[config.mk]
export PLATFORM = sky130hd
export DESIGN_NAME = bit_manip_unit
export DESIGN_NICKNAME = d
export VERILOG_FILES = /design/src/rtl/bit_manip_pkg.sv /design/src/rtl/bit_mask_decoder.sv /design/src/rtl/bit_word_modify.sv /design/src/rtl/bit_extract.sv /design/src/rtl/bit_manip_unit.sv
export SDC_FILE = /design/constraint.sdc
export NUM_CORES = 1
export LEC_CHECK = 0
export ABC_AREA = 1
export CAP_MARGIN = 5
export CORE_ASPECT_RATIO = 1.75
export CORE_MARGIN = 2
export CORE_UTILIZATION = 43
export DETAILED_ROUTE_END_ITERATION = 16
export GPL_TIMING_DRIVEN = 0
export PLACE_DENSITY = 0.87
export SETUP_SLACK_MARGIN = 0.5
export SYNTH_ARGS = -nofsm -noshare
export SYNTH_HDL_FRONTEND = slang
export SYNTH_SLANG_ARGS = --single-unit
[constraint.sdc]
create_clock -name vclk -period 1.8
set_input_delay 0.36 -clock vclk [all_inputs]
set_output_delay 0.36 -clock vclk [all_outputs]
set_load 0.02 [all_outputs]
[src/rtl/bit_manip_pkg.sv]
package bit_manip_pkg;

    localparam int WORD_W = 64;
    localparam int POS_W  = $clog2(WORD_W);

    typedef enum logic [1:0] {
        BOP_SET     = 2'b00,
        BOP_CLEAR   = 2'b01,
        BOP_INVERT  = 2'b10,
        BOP_EXTRACT = 2'b11
    } bit_op_e;

    typedef struct packed {
        logic [WORD_W-1:0] word;
        logic [WORD_W-1:0] mask;
    } bit_operands_t;

    function automatic bit_op_e to_bit_op(input logic [1:0] raw);
        return bit_op_e'(raw);
    endfunction

    function automatic logic is_word_op(input bit_op_e op);
        return op != BOP_EXTRACT;
    endfunction

endpackage

[src/rtl/bit_mask_decoder.sv]
module bit_mask_decoder #(
    parameter int DATA_W = 64,
    localparam int IDX_W = $clog2(DATA_W)
) (
    input  logic [IDX_W-1:0]  pos_i,
    output logic [DATA_W-1:0] mask_o
);

    for (genvar g = 0; g < DATA_W; g++) begin : g_dec
        assign mask_o[g] = (pos_i == IDX_W'(g));
    end

    always_comb begin
        p_onehot_mask_r1: assert ($countones(mask_o) == 1)
            else $error("mask not one-hot for position %0d", pos_i);
    end

endmodule

[src/rtl/bit_word_modify.sv]
module bit_word_modify
    import bit_manip_pkg::*;
#(
    parameter int DATA_W = 64
) (
    input  bit_op_e           op_i,
    input  logic [DATA_W-1:0] word_i,
    input  logic [DATA_W-1:0] mask_i,
    output logic [DATA_W-1:0] word_o
);

    always_comb begin
        case (op_i)
            BOP_SET:    word_o = word_i | mask_i;
            BOP_CLEAR:  word_o = word_i & ~mask_i;
            BOP_INVERT: word_o = word_i ^ mask_i;
            default:    word_o = word_i;
        endcase
    end

    always_comb begin
        if (is_word_op(op_i)) begin
            p_others_kept_r7: assert (((word_o ^ word_i) & ~mask_i) == '0)
                else $error("unaddressed bits changed");
        end
        if (op_i == BOP_SET) begin
            p_set_hits_r2: assert ((word_o & mask_i) == mask_i)
                else $error("set left addressed bit low");
        end
        if (op_i == BOP_CLEAR) begin
            p_clear_hits_r3: assert ((word_o & mask_i) == '0)
                else $error("clear left addressed bit high");
        end
        if (op_i == BOP_INVERT) begin
            p_invert_hits_r4: assert ((word_o & mask_i) == (~word_i & mask_i))
                else $error("invert did not flip addressed bit");
        end
    end

endmodule

[src/rtl/bit_extract.sv]
module bit_extract #(
    parameter int DATA_W = 64
) (
    input  logic [DATA_W-1:0] word_i,
    input  logic [DATA_W-1:0] mask_i,
    output logic [DATA_W-1:0] word_o
);

    logic picked;

    assign picked = |(word_i & mask_i);
    assign word_o = {{(DATA_W-1){1'b0}}, picked};

endmodule

[src/rtl/bit_manip_unit.sv]
module bit_manip_unit
    import bit_manip_pkg::*;
#(
    parameter int DATA_W = WORD_W,
    localparam int IDX_W = $clog2(DATA_W)
) (
    input  logic [DATA_W-1:0] src_i,
    input  logic [DATA_W-1:0] idx_i,
    input  logic [1:0]        op_i,
    output logic [DATA_W-1:0] result_o
);

    bit_op_e           op;
    logic [IDX_W-1:0]  pos;
    bit_operands_t     opnd;
    logic [DATA_W-1:0] mod_word;
    logic [DATA_W-1:0] ext_word;

    assign op  = to_bit_op(op_i);
    // the index wraps modulo the word width
    assign pos = IDX_W'(idx_i % DATA_W);

    assign opnd.word = src_i;

    bit_mask_decoder #(.DATA_W(DATA_W)) u_dec (
        .pos_i  (pos),
        .mask_o (opnd.mask)
    );

    bit_word_modify #(.DATA_W(DATA_W)) u_mod (
        .op_i   (op),
        .word_i (opnd.word),
        .mask_i (opnd.mask),
        .word_o (mod_word)
    );

    bit_extract #(.DATA_W(DATA_W)) u_ext (
        .word_i (opnd.word),
        .mask_i (opnd.mask),
        .word_o (ext_word)
    );

    assign result_o = is_word_op(op) ? mod_word : ext_word;

    always_comb begin
        if (op == BOP_EXTRACT) begin
            p_extract_upper_zero_r5: assert (result_o[DATA_W-1:1] == '0)
                else $error("extract result has upper bits set");
            p_extract_bit_r5: assert (result_o[0] == src_i[pos])
                else $error("extract returned wrong bit");
        end
    end

endmodule

Word level (Yosys, flattened, before mapping) --
Cells that the tools add are included.
Cells by class: add/subtract/negate cells 0, $lt $le $gt $ge 0, divide/modulo/power cells 0, bitwise operators 5, equality and inequality tests 66, reduce and logical (&&, ||, !) cells 3, mux-type cells 2, shift-type cells 0, $mul 0
Operators with widths (count):
- $eq 6x6->1 const B | 32
- $pmux 64 s3 | 1
- $and 64x64->64 | 2
- $eq 6x5->1 const B | 16
- $mux 64 | 1
- $not 64->64 | 1
- $or 64x64->64 | 1
- $reduce_or 64->1 | 1
- $xor 64x64->64 | 1
- $eq 6x4->1 const B | 8
- $eq 6x3->1 const B | 4
- $eq 6x2->1 const B | 2
- $eq 6x1->1 const B | 1
- $logic_not 6->1 | 1
- $eq 2x1->1 const B | 1
- $eq 2x2->1 const B | 1
- $logic_not 2->1 | 1
- $ne 2x2->1 const B | 1
Storage, ports and cells: logic and storage cells 76, memories 0, register bits 0, input port bits 130, RAM bits 0, bits in latches 0, output and inout port bits 64, memory bits (read-only) 0

Logic depth before layout (Yosys ltp) --
word-level depth 5, depth in mapped cells 15, gate-level depth less buffers 15

Hierarchy --
Synthesis repeated with hierarchy kept, for this count alone.
Unflattened totals: cell total of the unflattened synthesis 1190, area total of the unflattened synthesis 6747.7 um^2
By module, submodules not included:
- bit_word_modify | area an instance 4304.1 um^2, cells an instance 689, seq. area each 0.0 um^2, instances 1
- bit_manip_unit | area an instance 1074.8 um^2, cells an instance 213, seq. area each 0.0 um^2, instances 1
- bit_extract | area an instance 955.9 um^2, cells an instance 184, seq. area each 0.0 um^2, instances 1
- bit_mask_decoder | area an instance 412.9 um^2, cells an instance 104, seq. area each 0.0 um^2, instances 1

Worst setup path before layout --
OpenSTA, ideal clock, no wires.
kind input to output, from in idx_i[4], to out result_o[0], path slack -156 ps, data arrival time 1596 ps, cell stages on the path 14, path buffers 1, cell sequence inv_1 -> nor2_1 -> inv_1 -> buf_2 -> nor2_1 -> ha_1 -> nor2_1 -> nand2_1 -> nor2_1 -> nand2_1 -> nor2_1 -> nand2_1 -> nand2_1 -> nand2_1
On the way: cells in the longest elaborated chain, start to end 5
RTL lines:
- start: declaration | RTL line bit_manip_unit.sv:8 | input logic [DATA_W-1:0] idx_i,
- branches (longest 4 deep; another with $and 64x64->64)
- $mux 64 * | RTL line bit_manip_unit.sv:43 | assign result_o = is_word_op(op) ? mod_word : ext_word;
- end: declaration | RTL line bit_manip_unit.sv:10 | output logic [DATA_W-1:0] result_o
Every way passes the cells marked *.

Worst setup path in the final report --
from in idx_i[2], to out result_o[0]
The elaborated chain is that of the path after synthesis.

==> flow_metrics.py <==
metrics = {
    "timing": {
        "max_freq_mhz": 397,
        "period_minus_slack_ps": 2520,
        "final_max_slew_viol_count": 0,
        "max_slew.worst_pin.slew_ps": 315,
        "min_period_over_period_pct": 140,
        "hold_viol_final": 0,
        "final.setup.tns_ps": -16910,
        "slew_headroom_pct": 79.0,
        "fin_ws_ps": -717,
        "setup_viol": 64,
        "rsz0062_at_grt": "yes",
    },
    "grt": {
        "first_global_vias": 5962,
        "globalRouteOverflowTotal": 0,
        "grt-busiest-layer": "met2",
        "grt_use_total_pct": 29.7,
        "grt_max_degree": 11,
        "grt_pass1_wl_mm": 30.1,
        "grt_antenna_before_repair": 0,
        "use_met3_pct": 2.74,
        "gr-usage-met1_pct": 31.0,
        "met2_usage_pct": 57.7,
    },
    "floorplanning": {
        "dieHeight_um": 148,
        "die_x_um": 86.3,
        "num_rows": 52,
        "ios": 194,
        "die_area_um2": 12800,
        "initial_utilization_pct": 44.0,
        "core_um2": 11600,
    },
    "worst_hold_path": {
        "hp-class": "primary input to output port",
        "holdCritStartpoint": "op_i[0]",
    },
    "synthesis": {
        "yosys.area.top_type_share_pct": 47.1,
        "synth.largest_area_cell": "ha_1",
        "seq_area_frac_synth_pct": 0,
        "synth_area_per_cell_um2": 7.04,
        "synthTopCellsByArea": "ha_1 (47%), o211ai_2 (15%), inv_1 (11%)",
        "netlist_instances": 724,
        "synth-warning-count": 0,
        "synth_area_um2": 5100,
        "synth_cell_type_count": 15,
        "syn-num-nets": 1046,
    },
    "power_and_ir_drop": {
        "ir_worst_vdd_uv": 176,
        "clockPowerShare_pct": 0,
        "pwr-share-seq_pct": 0,
        "p_leak_nw": 4.15,
        "sw_frac_of_total_pct": 52.9,
        "powerDensity_nw_per_um2": 219,
        "power_switching_mw": 1.12,
        "p_int_mw": 0.998,
        "power_frac_comb_pct": 100.0,
    },
    "placement": {
        "dp_slack_ps": -1800,
        "hpwlAfterDp_mm": 12.8,
        "place_inst": 995,
        "gp_congestion": 0.840,
        "portBuffers": 136,
    },
    "worst_setup_path": {
        "crit_required_ps": 1440,
        "worstPathMaxFanout": 4,
        "end_kind": "output port",
        "path_class": "primary input to output port",
        "start_kind": "primary input",
        "cp_data_arrival_time_ps": 2160,
        "worstSetupStartpoint": "idx_i[2]",
    },
    "finish": {
        "regArea_um2": 0,
        "instances_no_fill": 1025,
        "area_delta_synth_final_pct": 90.3,
        "clkbuf_count": 0,
        "insertedDiodeCount": 0,
        "layout-drive-gt1-share_pct": 58.2,
        "multiInputGateArea_um2": 6670,
        "seq_cell_count": 0,
        "num-nets-final": 1214,
        "nFillCells": 575,
    },
    "run_status": {
        "violations": "negative setup slack",
        "status": "complete, but fails checks",
    },
    "job": {
        "drv_cap": 0,
    },
    "drt": {
        "wl_per_cell_um": 19.5,
        "vias_per_cell": 5.30,
        "antenna_left": 0,
        "drt_wl_total_mm": 20.0,
        "drt_iter0_drc": 227,
        "drtPass1Iterations": 4,
        "drc": 0,
        "vias": 5434,
    },
}
-- metal layers --
layer	share of wire, %	up-vias	routed length [µm]
met4	4.8	0	963
met3	3.9	74	778
met5	0	-	0
met2	56	181	11100
met1	36	2634	7120
li1	-	2545	-
-- power by group through the flow --
stage               Sequential (mW)  Clock, mW  Combinational [mW]
CTS                               0          0                2.00
global placement                  0          0                1.69
global route                      0          0                2.23
detailed placement                0          0                1.72
finish                            0          0                2.12
floorplan                         0          0                1.07
-- stage by stage --
stage          power, mW  hold WS, ps  utilization, %  area [µm²]
2_1_floorplan       1.07          937               -        6650
3_3_place_gp        1.69         2010            70.6        8180
3_5_place_dp        1.72         2020            70.6        8180
4_1_cts             2.00         1240            81.4        9430
5_1_grt             2.23         1360            83.7        9700
6_report            2.12         1350            83.7        9700
-- synthesized netlist by cell type --
library cell and count:
a221oi_2 1, buf_2 9, buf_4 7, buf_8 6
ha_1 192, inv_1 156, inv_2 1, inv_4 1
nand2_1 154, nand2_2 1, nand2_4 1, nor2_1 130
nor2_8 2, o211ai_1 3, o211ai_2 60
-- path summary, 6_finish.rpt --
kind                       to  cells past startpoint
setup / recovery  result_o[0]                     18
hold / removal    result_o[1]                      5
-- critical path, stage by stage --
cell and delay, ps:
buf_12 130, inv_8 50, nor2_4 30, clkinv_4 90, nor2_4 50, inv_6 110, buf_12 120, nor2_4 30
ha_1 170, nor2_1 110, nand2_1 90, nor2_1 140, nand2_1 100, nor2_4 130, nand2_1 100, nand2_1 120
nand2_2 70, buf_6 140
-- timing repair --
| action | in CTS | in global routing |
|---|---|---|
| cloned | 3 | 1 |
| hold buffers | 0 | 0 |
| resized for setup | 695 | 54 |
| endpoints found under the setup margin | 64 | 64 |
| pin swaps | 66 | 26 |
| buffers inserted | 21 | 5 |
-- cells in the final DEF (no fill, tap or decap), drive strengths merged --
master / Yosys / final
ha: 192 / 192
nand2: 156 / 156
inv: 158 / 155
nor2: 132 / 133
buf: 22 / 121
o211ai: 63 / 63
clkdlybuf4s50: 0 / 58
dlygate4sd2: 0 / 6
clkinv: 0 / 3
a221oi: 1 / 1
clkbuf: 0 / 1
clkdlybuf4s15: 0 / 1
-- area by class of cell --
cell class	instances	area share [%]
multi-input cells	545	68.7
repair buffers	165	19.2
inverters	158	7.59
plain buffers	22	2.71
well taps	135	1.74
-- kinds of logic (layout without fill, tap and decap cells) --
kind of cell	count (synthesis)	in the layout	synth area share, %
simple gates	288	289	22.0
fa+ha+maj	192	192	47.1
compound gates	64	64	15.5
buf+inv	180	345	15.4
Power figures use the tool's default switching activity.
